## src/rtl/pgdram_pkg.sv

```systemverilog
package pgdram_pkg;

    typedef enum logic [2:0] {
        PG_PRECHARGE   = 3'd0,
        PG_IDLE        = 3'd1,
        PG_ROW_OPEN    = 3'd2,
        PG_COL_STROBE  = 3'd3,
        PG_COL_RECOVER = 3'd4,
        PG_PAGE_READY  = 3'd5,
        PG_REFRESH     = 3'd6
    } pg_state_e;

    typedef enum logic [1:0] {
        AMUX_ROW = 2'd0,
        AMUX_COL = 2'd1,
        AMUX_REF = 2'd2
    } amux_sel_e;

    function automatic int pg_max(input int a, input int b);
        return (a > b) ? a : b;
    endfunction

endpackage

```

## src/rtl/pgdram_delay_counter.sv

```systemverilog
module pgdram_delay_counter #(
    parameter int CNT_W     = 4,
    parameter int RESET_VAL = 0
) (
    input  logic             clk,
    input  logic             rst_n,
    input  logic             load,
    input  logic [CNT_W-1:0] load_val,
    output logic             done
);

    logic [CNT_W-1:0] cnt;

    // Loaded with (duration - 1) on state entry; done when it reaches zero.
    always_ff @(posedge clk) begin
        if (!rst_n) begin
            cnt <= CNT_W'(RESET_VAL);
        end else if (load) begin
            cnt <= load_val;
        end else if (cnt != '0) begin
            cnt <= cnt - 1'b1;
        end
    end

    assign done = (cnt == '0);

endmodule

```

## src/rtl/pgdram_refresh_timer.sv

```systemverilog
module pgdram_refresh_timer #(
    parameter int INTERVAL = 31250,
    parameter int ROW_W    = 8
) (
    input  logic             clk,
    input  logic             rst_n,
    input  logic             ack,
    output logic             pending,
    output logic [ROW_W-1:0] ref_row
);

    localparam int TW = (INTERVAL > 2) ? $clog2(INTERVAL) : 1;

    logic [TW-1:0] tick_cnt;
    logic          wrap;

    assign wrap = (tick_cnt == TW'(INTERVAL - 1));

    always_ff @(posedge clk) begin
        if (!rst_n) begin
            tick_cnt <= '0;
            pending  <= 1'b0;
            ref_row  <= '0;
        end else begin
            tick_cnt <= wrap ? '0 : tick_cnt + 1'b1;
            // a new tick wins over an acknowledge in the same cycle
            if (wrap) begin
                pending <= 1'b1;
            end else if (ack) begin
                pending <= 1'b0;
            end
            // row sequence for R11
            if (ack) begin
                ref_row <= ref_row + 1'b1;
            end
        end
    end

endmodule

```

## src/rtl/pgdram_addr_mux.sv

```systemverilog
module pgdram_addr_mux
    import pgdram_pkg::*;
#(
    parameter int ROW_W = 8
) (
    input  amux_sel_e        sel,
    input  logic [ROW_W-1:0] row,
    input  logic [ROW_W-1:0] col,
    input  logic [ROW_W-1:0] ref_row,
    output logic [ROW_W-1:0] pin_addr
);

    always_comb begin
        unique case (sel)
            AMUX_COL: pin_addr = col;
            AMUX_REF: pin_addr = ref_row;
            default:  pin_addr = row;
        endcase
    end

endmodule

```

## src/rtl/pgdram_ctrl.sv

```systemverilog
module pgdram_ctrl
    import pgdram_pkg::*;
#(
    parameter int ADDR_W       = 16,
    parameter int T_RP         = 2,
    parameter int T_RCD        = 2,
    parameter int T_CAS        = 2,
    parameter int T_CP         = 1,
    parameter int T_REF_RAS    = 3,
    parameter int REF_INTERVAL = 31250
) (
    input  logic                clk,
    input  logic                rst_n,
    input  logic                req_valid,
    input  logic                req_write,
    input  logic [ADDR_W-1:0]   req_addr,
    input  logic                req_wdata,
    output logic                req_ready,
    output logic                rd_valid,
    output logic                rd_data,
    output logic                dram_ras_n,
    output logic                dram_cas_n,
    output logic                dram_we_n,
    output logic [ADDR_W/2-1:0] dram_addr,
    output logic                dram_din,
    input  logic                dram_dout
);

    localparam int ROW_W = ADDR_W / 2;
    localparam int T_MAX = pg_max(pg_max(T_RP, T_RCD), pg_max(pg_max(T_CAS, T_CP), T_REF_RAS));
    localparam int CNT_W = $clog2(T_MAX + 1);

    pg_state_e        state, state_d;
    logic             tmr_load, tmr_done;
    logic [CNT_W-1:0] tmr_val;
    logic             ref_pending, ref_ack;
    logic [ROW_W-1:0] ref_row;

    logic              job_busy, job_write, job_wdata;
    logic [ADDR_W-1:0] job_addr;
    logic              accept, row_hit;
    logic              nxt_write, nxt_wdata;
    logic [ADDR_W-1:0] nxt_addr;
    amux_sel_e         amux_sel;
    logic [ROW_W-1:0]  amux_out;

    pgdram_delay_counter #(
        .CNT_W    (CNT_W),
        .RESET_VAL(T_RP - 1)
    ) u_delay (
        .clk     (clk),
        .rst_n   (rst_n),
        .load    (tmr_load),
        .load_val(tmr_val),
        .done    (tmr_done)
    );

    pgdram_refresh_timer #(
        .INTERVAL(REF_INTERVAL),
        .ROW_W   (ROW_W)
    ) u_refresh (
        .clk    (clk),
        .rst_n  (rst_n),
        .ack    (ref_ack),
        .pending(ref_pending),
        .ref_row(ref_row)
    );

    // Handshake: accept only while waiting and no refresh is due.
    assign req_ready = ((state == PG_IDLE) || (state == PG_PAGE_READY)) && !ref_pending;
    assign accept    = req_valid && req_ready;
    assign row_hit   = (req_addr[ADDR_W-1:ROW_W] == job_addr[ADDR_W-1:ROW_W]);

    // The job that the next cycle works on.
    assign nxt_write = accept ? req_write : job_write;
    assign nxt_wdata = accept ? req_wdata : job_wdata;
    assign nxt_addr  = accept ? req_addr  : job_addr;

    // Next-state logic.
    always_comb begin
        state_d  = state;
        tmr_load = 1'b0;
        tmr_val  = '0;
        ref_ack  = 1'b0;
        unique case (state)
            PG_PRECHARGE: begin
                if (tmr_done) begin
                    if (job_busy) begin
                        state_d  = PG_ROW_OPEN;
                        tmr_load = 1'b1;
                        tmr_val  = CNT_W'(T_RCD - 1);
                    end else if (ref_pending) begin
                        state_d  = PG_REFRESH;
                        tmr_load = 1'b1;
                        tmr_val  = CNT_W'(T_REF_RAS - 1);
                    end else begin
                        state_d = PG_IDLE;
                    end
                end
            end
            PG_IDLE: begin
                if (ref_pending) begin
                    state_d  = PG_REFRESH;
                    tmr_load = 1'b1;
                    tmr_val  = CNT_W'(T_REF_RAS - 1);
                end else if (accept) begin
                    state_d  = PG_ROW_OPEN;
                    tmr_load = 1'b1;
                    tmr_val  = CNT_W'(T_RCD - 1);
                end
            end
            PG_ROW_OPEN: begin
                if (tmr_done) begin
                    state_d  = PG_COL_STROBE;
                    tmr_load = 1'b1;
                    tmr_val  = CNT_W'(T_CAS - 1);
                end
            end
            PG_COL_STROBE: begin
                if (tmr_done) begin
                    state_d  = PG_COL_RECOVER;
                    tmr_load = 1'b1;
                    tmr_val  = CNT_W'(T_CP - 1);
                end
            end
            PG_COL_RECOVER: begin
                if (tmr_done) begin
                    state_d = PG_PAGE_READY;
                end
            end
            PG_PAGE_READY: begin
                if (ref_pending || (accept && !row_hit)) begin
                    state_d  = PG_PRECHARGE;
                    tmr_load = 1'b1;
                    tmr_val  = CNT_W'(T_RP - 1);
                end else if (accept) begin
                    state_d  = PG_COL_STROBE;
                    tmr_load = 1'b1;
                    tmr_val  = CNT_W'(T_CAS - 1);
                end
            end
            PG_REFRESH: begin
                if (tmr_done) begin
                    state_d  = PG_PRECHARGE;
                    tmr_load = 1'b1;
                    tmr_val  = CNT_W'(T_RP - 1);
                    ref_ack  = 1'b1;
                end
            end
            default: begin
                state_d  = PG_PRECHARGE;
                tmr_load = 1'b1;
                tmr_val  = CNT_W'(T_RP - 1);
            end
        endcase
    end

    // State register; reset enters the precharge state.
    always_ff @(posedge clk) begin
        if (!rst_n) begin
            state <= PG_PRECHARGE;
        end else begin
            state <= state_d;
        end
    end

    // Latched job.
    always_ff @(posedge clk) begin
        if (!rst_n) begin
            job_busy  <= 1'b0;
            job_write <= 1'b0;
            job_wdata <= 1'b0;
            job_addr  <= '0;
        end else begin
            if (accept) begin
                job_busy  <= 1'b1;
                job_write <= req_write;
                job_wdata <= req_wdata;
                job_addr  <= req_addr;
            end else if ((state == PG_COL_STROBE) && tmr_done) begin
                job_busy <= 1'b0;
            end
        end
    end

    always_comb begin
        unique case (state_d)
            PG_REFRESH:    amux_sel = AMUX_REF;
            PG_COL_STROBE: amux_sel = AMUX_COL;
            default:       amux_sel = AMUX_ROW;
        endcase
    end

    pgdram_addr_mux #(
        .ROW_W(ROW_W)
    ) u_amux (
        .sel     (amux_sel),
        .row     (nxt_addr[ADDR_W-1:ROW_W]),
        .col     (nxt_addr[ROW_W-1:0]),
        .ref_row (ref_row),
        .pin_addr(amux_out)
    );

    // Output register: the pins follow the state they belong to.
    always_ff @(posedge clk) begin
        if (!rst_n) begin
            dram_ras_n <= 1'b1;
            dram_cas_n <= 1'b1;
            dram_we_n  <= 1'b1;
            dram_addr  <= '0;
            dram_din   <= 1'b0;
            rd_valid   <= 1'b0;
            rd_data    <= 1'b0;
        end else begin
            dram_ras_n <= !(state_d inside {PG_ROW_OPEN, PG_COL_STROBE, PG_COL_RECOVER,
                                            PG_PAGE_READY, PG_REFRESH});
            dram_cas_n <= !(state_d == PG_COL_STROBE);
            dram_we_n  <= !((state_d == PG_COL_STROBE) && nxt_write);
            dram_addr  <= amux_out;
            dram_din   <= nxt_wdata;
            rd_valid   <= (state == PG_COL_RECOVER) && tmr_done && !job_write;
            if ((state == PG_COL_STROBE) && tmr_done && !job_write) begin
                rd_data <= dram_dout;
            end
        end
    end

endmodule

```

## config.mk

```make
export PLATFORM = sky130hd
export DESIGN_NAME = pgdram_ctrl
export DESIGN_NICKNAME = d
export VERILOG_FILES = /design/src/rtl/pgdram_pkg.sv /design/src/rtl/pgdram_delay_counter.sv /design/src/rtl/pgdram_refresh_timer.sv /design/src/rtl/pgdram_addr_mux.sv /design/src/rtl/pgdram_ctrl.sv
export SDC_FILE = /design/constraint.sdc
export NUM_CORES = 1
export LEC_CHECK = 0
export BUFFER_PORTS_ARGS = -buffer_cell sky130_fd_sc_hd__buf_2
export CAP_MARGIN = 5
export CORE_UTILIZATION = 30
export CTS_BUF_LIST = sky130_fd_sc_hd__clkbuf_8 sky130_fd_sc_hd__clkbuf_16
export CTS_CLUSTER_DIAMETER = 40
export DETAILED_ROUTE_END_ITERATION = 6
export HOLD_SLACK_MARGIN = 0.08
export SLEW_MARGIN = 0
export SYNTH_ARGS = -nofsm -noshare
export SYNTH_HDL_FRONTEND = slang
export SYNTH_SLANG_ARGS = --single-unit
```

## constraint.sdc

```tcl
create_clock -name clk -period 2.6 [get_ports clk]
set_clock_uncertainty 0.1 [all_clocks]
set_input_delay 0.52 -clock clk [delete_from_list [all_inputs] [get_ports clk]]
set_output_delay 0.52 -clock clk [all_outputs]
set_load 0.02 [all_outputs]
```

# After elaboration in Yosys (flattened, before gate mapping)
# Cells that the tools add are included.
# word_totals
reg_bits	61
inputBits	22
out_inout_bits	15
elab_cells	100
# op_classes
add_sub_neg	3
eq_ne	15
n_mux	39
n_bitwise	1
n_reduce_logical	27
# ops
cell	n
3-bit two-way mux	11
3-bit one-hot mux with 7 select lines	1
3-bit equality test (second input constant)	6
1-bit two-way mux	16
16-bit two-way mux	1
8-bit one-hot mux with 2 select lines	1
15-bit by 1-bit adder with 15-bit output (second input constant)	1
15-bit equality test (second input constant)	1
3-bit by 2-bit equality test with 1-bit output (second input constant)	4
2-bit two-way mux	6
2-bit one-hot mux with 5 select lines	1
8-bit by 1-bit adder with 8-bit output (second input constant)	1
8-bit equality test	1
1-bit logical AND	8
2-bit nonzero test	4
1-bit zero test	6
2-bit OR reduction	3
1-bit one-hot mux with 5 select lines	1
5-bit nonzero test	1
2-bit one-hot mux with 2 select lines	1
3-bit by 1-bit equality test with 1-bit output (second input constant)	1
3-bit zero test	1
3-bit OR reduction	1
2-bit by 1-bit equality test with 1-bit output (second input constant)	1
5 further kinds	6

# Longest topological paths before layout
# depth
depth_word	12
ltp_mapped	10
depth_no_buf	8

# Cells and area by module
# A second synthesis with hierarchy kept.
# hier_totals
hier_cells	310
area_unflattened_um2	2974.1
# by_module_without_submodules
module	n_inst	cells_per_inst	area_each_um2	seq_area_each_um2
pgdram_ctrl	1	152	1564.0	700.7
pgdram_refresh_timer	1	114	1098.6	480.5
pgdram_addr_mux	1	31	192.7	0.0
pgdram_delay_counter	1	13	118.9	40.0

# Worst setup path after synthesis
# No wires, ideal clock.
# synth_timing
path_kind	register -> register
from	reg u_delay.cnt[0]
to	reg dram_addr[7]
setup_time_ns	0.122
t_arrival_ns	1.844
t_required_ns	2.378
slack_ns	0.535
stages_incl_launch_ff	11
path_buffers	2
period_less_slack_ns	2.065
path_cell_list	dfxtp_1 > inv_1 > ha_1 > buf_4 > and2_1 > nand2_1 > o221a_4 > o32ai_4 > and3_1 > buf_6 > a221o_1
# synth_via
elab_chain_cells	7
word_cells_on_any_way	13
cone_classes	eq/ne (4); mux (8); reduce/logical (1)
# synth_rtl
item	line_no	text
from (decl)	pgdram_delay_counter.sv:12	logic [CNT_W-1:0] cnt;
from (signal assigned)	pgdram_delay_counter.sv:17	cnt <= CNT_W'(RESET_VAL);
from (signal assigned)	pgdram_delay_counter.sv:19	cnt <= load_val;
from (signal assigned)	pgdram_delay_counter.sv:21	cnt <= cnt - 1'b1;
2-bit zero test *	pgdram_delay_counter.sv:25	assign done = (cnt == '0);
3-bit two-way mux (on tied branches)	-	
3-bit one-hot mux with 7 select lines *	pgdram_ctrl.sv:85	unique case (state)
3-bit by 2-bit equality test with 1-bit output or 3-bit equality test (tied branches)	pgdram_ctrl.sv:187	unique case (state_d)
2-bit one-hot mux with 2 select lines *	pgdram_ctrl.sv:187	
2-bit equality test or 2-bit by 1-bit equality test with 1-bit output (tied branches)	pgdram_addr_mux.sv:14	unique case (sel)
8-bit one-hot mux with 2 select lines *	pgdram_addr_mux.sv:14	
to (signal assigned)	pgdram_ctrl.sv:219	dram_addr <= amux_out;
to (decl)	pgdram_ctrl.sv:24	output logic [ADDR_W/2-1:0] dram_addr,
# Mark *: on every way between the ends. The rest lies on a longest branch, timed or not.
# A chain may end at the register's enable or synchronous reset.

# Worst setup path in the final report
# layout_timing
from	reg u_delay.cnt[0]
to	reg dram_addr[6]
# The elaborated chain is that of the path after synthesis.

==> parameters.txt <==
Parameter                              Value

Timing
  RSZ-0062 raised after global routing    no
  Worst-case hold slack    0.326 ns
  Final clock period utilization by the worst path    around 90%
  Count of final setup violators    0
  Slew at the pin closest to its max-slew limit    about 0.60 ns
  Number of hold-slack violations in the final timing report    0
  Setup_tns    0 ns
  Highest attainable clock frequency    around 430 MHz
  Worst slew margin relative to its limit    between 50% and 60%
  Pins over their slew limit    0
  Worst setup slack after layout    approximately 0.27 ns
  Crit path time final    around 2.3 ns

Pwr
  Part of the total power dissipated in sequential elements    45.2%
  Power Internal    between 1.5 and 2 mW
  Power density over the cells    roughly 750 mW/mm2
  Switching power share of the total    between 30 and 40%
  Worst vdd ir    about 0.24 mV
  Leakage    about 1.3 nW
  Psw    0.791 mW
  Clock network power share    a little under a third
  Logic gate share of total power    approximately a quarter

Die
  Floorplan core area    a little under 0.009 mm2
  Number of primary I/O pins    37
  Standard-cell rows    34
  Initial standard-cell utilization of the core    between 30% and 40%
  DIE AREA    about 0.0095 mm2
  Width of the die    approximately 100 um
  Die H    roughly 98 um

Detailed routing
  Detailed router's first-iteration violation count    136
  Routed length per instance    between 10 and 15 um
  Vias post-DR    2,239
  DR pass1 iterations    6
  Ratio of routed vias to standard cells    slightly below 5
  Routed Antenna Nets    0
  Wirelength, routed    6.18 mm
  Total DRC errors in the routed layout    0

Synthesis
  Leading cell types by total area after synthesis    dfxtp_1 (45%), nand2_1 (6.3%), xnor2_1 (5.8%)
  Leading cell type by number of instances after synthesis    dfxtp_1
  Post-synthesis sequential area ratio    around 45%
  Number of register bits inferred by synthesis    just over 60
  Post-synthesis cell type with the largest combined area    dfxtp_1
  Share of synthesized flip-flops with an asynchronous set or reset    0%
  Ranking of synthesized cells by instance count    dfxtp_1 (61), nand2_1 (46), nand3_1 (28), nor2_1 (26), xnor2_1 (18)
  Distinct cell type count after synthesis    a little over 40
  Number of nets produced by synthesis    about 340
  Post-synthesis cell count    309
  Mean cell area of the mapped netlist    between 8 and 9 um2
  Number of flops mapped to enable cells by yosys    0
  Area share of the largest cell type after synthesis    44.5%
  Post-synthesis cell area    around 0.0027 mm2
  Prevailing post-synth register cell    dfxtp_1
  Count of synthesis-stage warnings from yosys    0

Global route
  Maximum number of pins on one net before global-route repair    36
  Antenna violations before repair    0
  Global route overflow    0
  Wire length of the first global-routing pass    approximately 11 mm
  Vias in the first global route    about 2,200
  GRT Total Usage    approximately 14%

Clock tree
  Sinks on Clock Net    61
  Total setup buffers inserted after CTS    0
  Depth of the CTS H-tree    3
  Longest Clk Path Bufs    2
  Root cell of the clock tree    clkbuf_8
  CTS tree    done
  Clock latency on the worst-skew pair    0.34 ns
  Number of buffers added by the clock tree synthesis step    9
  Post-cts gate resize count    0
  Hold Buf Count CTS    0
  Clock-pin slew on the worst setup and hold paths    around 0.07 ns

Status
  Run status    completed

Final layout
  Filler instances    roughly 910
  Area growth from synthesis to final layout    16.7%
  Share of final-layout standard cells stronger than drive strength 1    18.4%
  Area used by multi-input combinational logic    roughly 0.0014 mm2
  Area taken by flip-flops and latches    ~0.0012 mm2
  Fin nets    about 370
  Number of standard cells in the layout, taps in and fillers out    roughly 460
  Number of diodes    0
  Post-route design area    0.00320 mm2

Critical path
  Critical Path End Type    flop
  Kind of start point of the critical path    flop
  RR Startpoint    u_delay.cnt[0]$_SDFFE_PN1P_
  Startpoint of the worst setup timing path    u_delay.cnt[0]$_SDFFE_PN1P_
  Worst Setup Path Type    reg2reg
  Required arrival time at the worst endpoint    between 2 and 3 ns
  Largest fanout on the critical path    9
  Critical Path AT    between 2 and 2.5 ns

Place
  Number of buffers added on ports    36
  Placement Cell Area    between 0.003 and 0.004 mm2
  Pre-CTS setup slack    between 0.2 and 0.3 ns
  Dpl hpwl    4.42 mm
  Last weighted congestion value of the routability-driven placer    just over 0.9
  Number of instances in the placed design    about 450

Worst hold path
  Startpoint of the tightest hold check path    req_addr[7]
  Hold crit path type    in2reg

Flow run
  Number of max-capacitance violations reported    0
state kept, by name (all words and copies together), names as in the netlist, 2 cells and up:
signal	cells
u_refresh.ref_row	8
state	3
dram_addr	8
u_refresh.tick_cnt	15
u_delay.cnt	2
job_addr	16
placed cells by master, fill, tap and decap left out, types with 2 or more instances in the layout:
cell type	count
nor3_1	3
and3_1	6
xor2_1	12
mux2i_1	2
ha_1	4
xnor2_1	18
buf_2	36
nand4_1	6
a21oi_1	14
nor2b_1	3
clkbuf_8	10
buf_4	6
and2_1	10
nor2_1	26
clkinv_2	3
a221o_1	8
nand3_1	28
dfxtp_1	61
inv_1	7
nand2b_1	3
nor4b_1	3
a21boi_0	11
o21ai_1	2
o21ai_0	8
nand2_1	46
power groups by stage:
| stage | Sequential (mW) | Clock [mW] | Combinational (mW) |
|---|---|---|---|
| 5_1_grt | 1.10 | 0.795 | 0.662 |
| 3_5_place_dp | 1.11 | 0 | 0.593 |
| 2_1_floorplan | 1.11 | 0 | 0.441 |
| 4_1_cts | 1.09 | 0.748 | 0.597 |
| 6_report | 1.09 | 0.726 | 0.597 |
| 3_3_place_gp | 1.11 | 0 | 0.584 |
area by class of cell:
class	count	area share (%)
clock buffers	10	4.30
clock inverters	6	0.978
inverters	6	0.704
multi-input cells	228	44.6
flip-flops and latches	61	38.2
well taps	108	4.23
repair buffers	42	7.04
critical path, stage by stage (launching register included):
cell and delay [ns]:
dfxtp_1 0.32, inv_1 0.05, ha_1 0.32, nand2b_1 0.20, o221a_4 0.35, o32ai_4 0.33, a21boi_2 0.17, a221o_1 0.38
stage by stage:
step	utilization, %	total power [mW]
floorplan	-	1.55
global placement	34.6	1.69
detailed placement	34.6	1.70
CTS	36.5	2.43
global route	36.5	2.56
finish	36.5	2.41
worst paths after layout:
check / endpoint / slack [ns] / depth (start not counted)
max: dram_addr[6]$_SDFF_PN0_ / 0.27 / 7
min: job_addr[7]$_SDFF_PN0_ / 0.33 / 3
max reg2reg: dram_addr[6]$_SDFF_PN0_ / 0.27 / 7
min reg2reg: job_addr[0]$_SDFF_PN0_ / 0.36 / 2
kinds of logic (layout without fill, tap and decap cells):
kind of cell | count (synthesis) | count (layout) | synth area share, %
adders and majority gates | 4 | 4 | 1.83
DFF | 61 | 61 | 44.5
muxes | 2 | 2 | 0.730
AOI/OAI and AO/OA | 52 | 52 | 14.7
buffers and inverters | 20 | 64 | 3.47
and+or+nand+nor | 140 | 140 | 25.2
xor gates and xnor gates | 30 | 30 | 9.58
layer usage:
metal / part of all wire, % / vias up / global-route usage (%)
li1: - / 1149 / -
met1: 49 / 1038 / 18.2
met2: 45 / 44 / 21.4
met3: 4.8 / 8 / 4.89
met4: 1.6 / 0 / 5.77
met5: 0 / - / 0
(Power assumes the default switching activity.)
